--- config.mk ---
export PLATFORM = sky130hd
export DESIGN_NAME = match_timer_pair
export DESIGN_NICKNAME = d
export VERILOG_FILES = /design/src/rtl/mt_pkg.sv /design/src/rtl/mt_prescaler.sv /design/src/rtl/mt_channel.sv /design/src/rtl/mt_readmux.sv /design/src/rtl/match_timer_pair.sv
export SDC_FILE = /design/constraint.sdc
export NUM_CORES = 1
export LEC_CHECK = 0
export ABC_AREA = 1
export ABC_CLOCK_PERIOD_IN_PS = 2400
export BUFFER_PORTS_ARGS = -buffer_cell sky130_fd_sc_hd__buf_4
export CAP_MARGIN = 20
export CORE_UTILIZATION = 30
export CTS_CLUSTER_DIAMETER = 150
export DETAILED_ROUTE_END_ITERATION = 6
export PLACE_DENSITY = 0.52
export SLEW_MARGIN = 20
export SYNTH_ARGS = -nofsm -noshare
export SYNTH_HDL_FRONTEND = slang
export SYNTH_HIERARCHICAL = 1
export SYNTH_SLANG_ARGS = --single-unit
--- constraint.sdc ---
create_clock -name clk -period 2.4 [get_ports clk]
set_input_delay 0.12 -clock clk [delete_from_list [all_inputs] [get_ports clk]]
set_output_delay 0.12 -clock clk [all_outputs]
set_load 0.03 [all_outputs]
--- src/rtl/mt_pkg.sv ---
`timescale 1ns/1ps
package mt_pkg;
   // field layout of the control word
   localparam int CODE_W   = 4;
   localparam int MODE_BIT = 4;
   localparam int RUN_BIT  = 5;
   localparam int MASK_BIT = 6;
   localparam int FLAG_BIT = 0;

   typedef enum logic [1:0] {
      RG_CTRL  = 2'd0,
      RG_LOAD  = 2'd1,
      RG_STAT  = 2'd2,
      RG_COUNT = 2'd3
   } reg_sel_e;
endpackage

--- src/rtl/mt_prescaler.sv ---
`timescale 1ns/1ps
module mt_prescaler #(
   parameter int MAX_CODE = 8
) (
   input  logic                      clk,
   input  logic                      rst_n,
   input  logic                      run,
   input  logic                      restart,
   input  logic [mt_pkg::CODE_W-1:0] code,
   output logic                      tick
);
   localparam int DIV_W = (MAX_CODE < 1) ? 1 : MAX_CODE;

   logic [DIV_W-1:0] div_q;
   logic [DIV_W:0]   mask_w;

   // low 'code' bits all ones marks the last cycle of a 2^code period
   assign mask_w = ((DIV_W+1)'(1) << code) - (DIV_W+1)'(1);
   assign tick   = run && ((div_q & mask_w[DIV_W-1:0]) == mask_w[DIV_W-1:0]);

   always_ff @(posedge clk or negedge rst_n) begin
      if (!rst_n)              div_q <= '0;
      else if (!run || restart) div_q <= '0;
      else                     div_q <= div_q + 1'b1;
   end

   p_idle_phase_r2: assert property (@(posedge clk) disable iff (!rst_n)
      !run |=> (div_q == '0));
endmodule

--- src/rtl/mt_channel.sv ---
`timescale 1ns/1ps
module mt_channel #(
   parameter int DATA_W   = 16,
   parameter int MAX_CODE = 8
) (
   input  logic              clk,
   input  logic              rst_n,
   input  logic              wr_en,
   input  logic [1:0]        wr_reg,
   input  logic [DATA_W-1:0] wr_data,
   input  logic [1:0]        rd_reg,
   output logic [DATA_W-1:0] rd_data,
   output logic              irq
);
   import mt_pkg::*;

   logic [CODE_W-1:0] code_q;
   logic              single_q, run_q, mask_q, flag_q;
   logic [DATA_W-1:0] load_q, cnt_q;
   logic              ctrl_wr, load_wr, stat_wr, start, tick, hit;

   assign ctrl_wr = wr_en && (wr_reg == RG_CTRL);
   assign load_wr = wr_en && (wr_reg == RG_LOAD);
   assign stat_wr = wr_en && (wr_reg == RG_STAT);
   assign start   = ctrl_wr && !run_q && wr_data[RUN_BIT];
   assign hit     = tick && (cnt_q == load_q);

   mt_prescaler #(.MAX_CODE(MAX_CODE)) u_presc (
      .clk     (clk),
      .rst_n   (rst_n),
      .run     (run_q),
      .restart (start || load_wr),
      .code    (code_q),
      .tick    (tick)
   );

   always_ff @(posedge clk or negedge rst_n) begin
      if (!rst_n) begin
         code_q   <= '0;
         single_q <= 1'b0;
         run_q    <= 1'b0;
         mask_q   <= 1'b0;
         load_q   <= '0;
         cnt_q    <= '0;
         flag_q   <= 1'b0;
      end else begin
         if (ctrl_wr && (wr_data[CODE_W-1:0] <= CODE_W'(MAX_CODE)))
            code_q <= wr_data[CODE_W-1:0];
         if (ctrl_wr) begin
            single_q <= wr_data[MODE_BIT];
            mask_q   <= wr_data[MASK_BIT];
            run_q    <= wr_data[RUN_BIT];
         end else if (hit && single_q) begin
            run_q <= 1'b0;
         end
         if (load_wr) load_q <= wr_data;
         if (load_wr || start) cnt_q <= '0;
         else if (hit)         cnt_q <= '0;
         else if (tick)        cnt_q <= cnt_q + 1'b1;
         // a match on the same edge wins over a clearing write
         if (hit)                                flag_q <= 1'b1;
         else if (stat_wr && wr_data[FLAG_BIT])  flag_q <= 1'b0;
      end
   end

   always_comb begin
      rd_data = '0;
      unique case (rd_reg)
         RG_CTRL: begin
            rd_data[CODE_W-1:0] = code_q;
            rd_data[MODE_BIT]   = single_q;
            rd_data[RUN_BIT]    = run_q;
            rd_data[MASK_BIT]   = mask_q;
         end
         RG_LOAD:  rd_data = load_q;
         RG_STAT:  rd_data[FLAG_BIT] = flag_q;
         RG_COUNT: rd_data = cnt_q;
         default:  rd_data = '0;
      endcase
   end

   assign irq = flag_q && mask_q;

   p_cnt_bound_r4: assert property (@(posedge clk) disable iff (!rst_n)
      cnt_q <= load_q);
   p_hold_idle_r3: assert property (@(posedge clk) disable iff (!rst_n)
      (!run_q && !load_wr && !ctrl_wr) |=> $stable(cnt_q));
   p_single_stop_r7: assert property (@(posedge clk) disable iff (!rst_n)
      (hit && single_q && !ctrl_wr) |=> (!run_q && cnt_q == '0));
   p_flag_sticky_r5: assert property (@(posedge clk) disable iff (!rst_n)
      (flag_q && !(stat_wr && wr_data[FLAG_BIT])) |=> flag_q);
   p_load_restart_r8: assert property (@(posedge clk) disable iff (!rst_n)
      load_wr |=> (cnt_q == '0));
   p_code_legal_r9: assert property (@(posedge clk) disable iff (!rst_n)
      code_q <= CODE_W'(MAX_CODE));
endmodule

--- src/rtl/mt_readmux.sv ---
`timescale 1ns/1ps
module mt_readmux #(
   parameter int NUM_SRC = 2,
   parameter int DATA_W  = 16,
   parameter int SEL_W   = 1
) (
   input  logic [NUM_SRC*DATA_W-1:0] src,
   input  logic [SEL_W-1:0]          sel,
   output logic [DATA_W-1:0]         q
);
   always_comb begin
      q = '0;
      for (int i = 0; i < NUM_SRC; i++)
         if (sel == SEL_W'(i)) q = src[i*DATA_W +: DATA_W];
   end
endmodule

--- src/rtl/match_timer_pair.sv ---
`timescale 1ns/1ps
module match_timer_pair #(
   parameter int NUM_TIMERS = 2,
   parameter int DATA_W     = 16,
   parameter int MAX_CODE   = 8,
   parameter int ADDR_W     = $clog2(NUM_TIMERS) + 2
) (
   input  logic                  clk,
   input  logic                  rst_n,
   input  logic                  reg_we,
   input  logic [ADDR_W-1:0]     reg_addr,
   input  logic [DATA_W-1:0]     reg_wdata,
   output logic [DATA_W-1:0]     reg_rdata,
   output logic [NUM_TIMERS-1:0] irq
);
   localparam int SEL_W = ADDR_W - 2;

   if (NUM_TIMERS < 2) begin : g_bad_count
      $error("match_timer_pair: NUM_TIMERS must be at least 2");
   end
   if (DATA_W < mt_pkg::MASK_BIT + 1) begin : g_bad_width
      $error("match_timer_pair: DATA_W too narrow for the control fields");
   end
   if (MAX_CODE < 1 || MAX_CODE >= (1 << mt_pkg::CODE_W)) begin : g_bad_code
      $error("match_timer_pair: MAX_CODE must fit the code field");
   end

   logic [SEL_W-1:0]             sel;
   logic [NUM_TIMERS*DATA_W-1:0] rd_flat;

   assign sel = reg_addr[ADDR_W-1:2];

   for (genvar i = 0; i < NUM_TIMERS; i++) begin : g_tmr
      mt_channel #(.DATA_W(DATA_W), .MAX_CODE(MAX_CODE)) u_ch (
         .clk     (clk),
         .rst_n   (rst_n),
         .wr_en   (reg_we && (sel == SEL_W'(i))),
         .wr_reg  (reg_addr[1:0]),
         .wr_data (reg_wdata),
         .rd_reg  (reg_addr[1:0]),
         .rd_data (rd_flat[i*DATA_W +: DATA_W]),
         .irq     (irq[i])
      );
   end

   mt_readmux #(.NUM_SRC(NUM_TIMERS), .DATA_W(DATA_W), .SEL_W(SEL_W)) u_rmux (
      .src (rd_flat),
      .sel (sel),
      .q   (reg_rdata)
   );
endmodule

==> run metrics <==
status=finished clean; total grt overflow=0; DR WL met2=around 7.3 mm; CTS Sinks=96; Setup violations, final=0; #FFs+latches synth=96; gate count of the mapped netlist=slightly below 900; Max-slew headroom=about 60%; pwr dens=610.4 nW/um^2; clock buffer depth=2; Max-Cap Viols=0; routed length per instance=14.38 um; Fill cells=between 2k and 2.5k; final core occ=around 36%; Reg area=between 2000 and 2500 um^2; drt first-iter violations=365; min Tclk post-route=approximately 2.3 ns; wl on met1=around 9.4 mm; Post-synth top cells=280 x nand2_1, 122 x inv_1, 96 x dfrtp_1; Worst Path Arrival=approximately 2.6 ns; placed wire-length estimate=13.52 mm; Finished Cell Area=between 7000 and 8000 um^2; clock buffer count from CTS=9; Die ar.=21450 um^2; post-route setup slack=~0.065 ns; clock-pin slew on the worst setup and hold paths=roughly 0.070 ns; hold slack final=around 0.016 ns; warnings from Yosys=6; post-synth top area share=a little under two fifths; # rows=52; die height=about 150 um; Worst Setup End Kind=flop; initial antenna violation count=0; Post-DRT Antenna Nets=0; crit path max-delay cell type=dfrtp_1; Crit path top cell by count=nor2_1; placed cell area=6959 um^2; final WL=around 18 mm; sequential cell area fraction in the yosys report=38.37%; HP Class=in2reg; synth unique cells=39; vias per cell=between 4 and 5; synthesized net count=~920; Post-synth ARST share=100.0%; GRT Util Overall=roughly 18%; Core Footprint=20360 um^2; mean post-synth cell area=7.059 um^2; Post-Syn Area=6261 um^2; Max rail drop VDD=about 340 uV; Critical Path, Cell by Cell=nor2_4, nand3_1, ha_1, nor2_1, nor2_1, nand2_1, nor2_1, nand3_1, nor2_1, inv_2, a21oi_2, nand3_2, nor2_4, nand3_4, nand2_8, nor2_2; vias in the first global route=around 5.7k; CTS tree=built; First-pass DRT Iterations=5; skew final=0.004663 ns; CP max FO=6; crit path kind=reg2reg; fin crit share=97.29%; # H-tree levels=3; Highest Signal Layer=met4; first-pass GRT wire length=29.57 mm; # IOs=40; P&R area growth vs syn=18.57%; fin. max-slew vios=0; largest net degree at the start of global routing=43; DRC=0; chip width=approximately 150 um; P_leak=~0.0037 uW; Critical Path Max Stage Delay=approximately 0.40 ns; CTS root buffer=clkbuf_16; share of layout cells above drive strength 1=18.98%; PortBufs=39; type of origin of the critical path=flop; clock insertion delay at the later pin of the skew report=between 0.3 and 0.4 ns; Place WS=between 0.09 and 0.1 ns; RSZ-0062 raised after global routing=yes; area leader, netlist=dfrtp_1; # diodes=0; Fin. Hold Viols=0; Primary FF master, synth=dfrtp_1; metal3 WL=780 um; starting density of the core=30.74%; Worst Tran Pin Value=slightly below 0.6 ns; Final Total Pwr=between 4000 and 5000 uW; fin nets=about 980; Max Freq=approximately 430 MHz; via count=just under 6k; CP required=roughly 2.6 ns; multi-input logic area=approximately 3300 um^2; most common cell in the synthesized netlist=nand2_1; top cells by area, synth=dfrtp_1 38%, nand2_1 17%, inv_1 7.3%; EDFF count, synth=0; routability cong.=~0.84
repair_timing:
item                       4_1_cts  5_1_grt
hold buffers                     1        0
setup buffers                    0        6
resized for setup                0       18
setup endpoints to repair        0       36
hold endpoints to repair        30        0
metrics by stage:
step / setup TNS (ns) / std cells
2_1_floorplan: 0 / 887
3_3_place_gp: 0 / 1202
3_5_place_dp: 0 / 1202
4_1_cts: 0 / 1219
5_1_grt: -2.525 / 1229
6_report: 0 / 1229
critical path: cells and delay by family, from the launching register on:
family	cells	cell delay, ns
AND/OR/NAND/NOR	13	1.36
adder cells (fa/ha/maj)	1	0.27
AO/OA/AOI/OAI	1	0.11
flip-flops	1	0.40
buffers and inverters	1	0.07
final timing paths:
path / startpoint / endpoint / slack (ns) / cells after the start
worst max-delay path: g_tmr[0].u_ch/code_q[3] / g_tmr[0].u_ch/cnt_q[9] / 0.06 / 16
worst min-delay path: reg_wdata[11] / g_tmr[1].u_ch/load_q[11] / 0.02 / 2
worst max register to register: g_tmr[0].u_ch/code_q[3] / g_tmr[0].u_ch/cnt_q[9] / 0.06 / 16
worst min register to register: g_tmr[0].u_ch/u_presc/div_q[0] / g_tmr[0].u_ch/u_presc/div_q[0] / 0.49 / 1
max in group asynchronous: rst_n / g_tmr[0].u_ch/u_presc/div_q[6] / 1.44 / 3
min in group asynchronous: rst_n / g_tmr[1].u_ch/u_presc/div_q[7] / 0.26 / 2
kinds of logic after synthesis:
kind of cell | synth area share, %
AND/OR/NAND/NOR | 36.75
adder cells (fa/ha/maj) | 1.199
AO/OA/AOI/OAI | 10.65
buffers and inverters | 9.992
flip-flops | 38.37
multiplexers | 1.079
XOR/XNOR | 1.958
area by class of cell:
class | count | share of cell area, %
inverter | 138 | 7.045
clock buffer | 13 | 3.506
clock inverter | 3 | 0.5394
timing repair buffer | 67 | 7.028
sequential | 96 | 32.36
tap | 270 | 4.551
multi-input combinational | 642 | 44.97
sequential cells by signal, indices dropped and copies added, names as in the netlist:
signal	cells
g_tmr.u_ch/single_q	2
g_tmr.u_ch/code_q	8
g_tmr.u_ch/u_presc/div_q	16
g_tmr.u_ch/mask_q	2
g_tmr.u_ch/load_q	32
g_tmr.u_ch/cnt_q	32
g_tmr.u_ch/flag_q	2
g_tmr.u_ch/run_q	2
where the power goes:
part	internal [uW]	total, uW	switching, uW	leakage, uW
logic	422	1090	672	0.00228
clock network	863	1490	630	0.000150
registers	1790	1940	152	0.00124
routing by layer:
metal  track usage, %  vias up
met4            4.844        0
li1                 -     2944
met3            2.969       13
met2            25.48      115
met5                0        -
met1            26.31     2706
cells in the final DEF, fill, tap and decap left out, drive strengths merged:
cell type,Yosys,routed
nand2,298,300
inv,134,134
nor2,116,116
dfrtp,96,96
buf,11,66
nand3,55,57
o21ai,50,50
a21oi,34,34
nand4,17,17
clkbuf,4,13
o22ai,12,12
o221ai,10,10
xor2,10,10
nor3,6,6
mux2,6,6
ha,6,6
clkinv,4,6
xnor2,4,4
nand3b,4,4
o2111ai,2,2
o31ai,2,2
o21a,2,2
and2,2,2
a41oi,2,2
bufinv,0,1
dlygate4sd3,0,1
(Power assumes the default switching activity.)
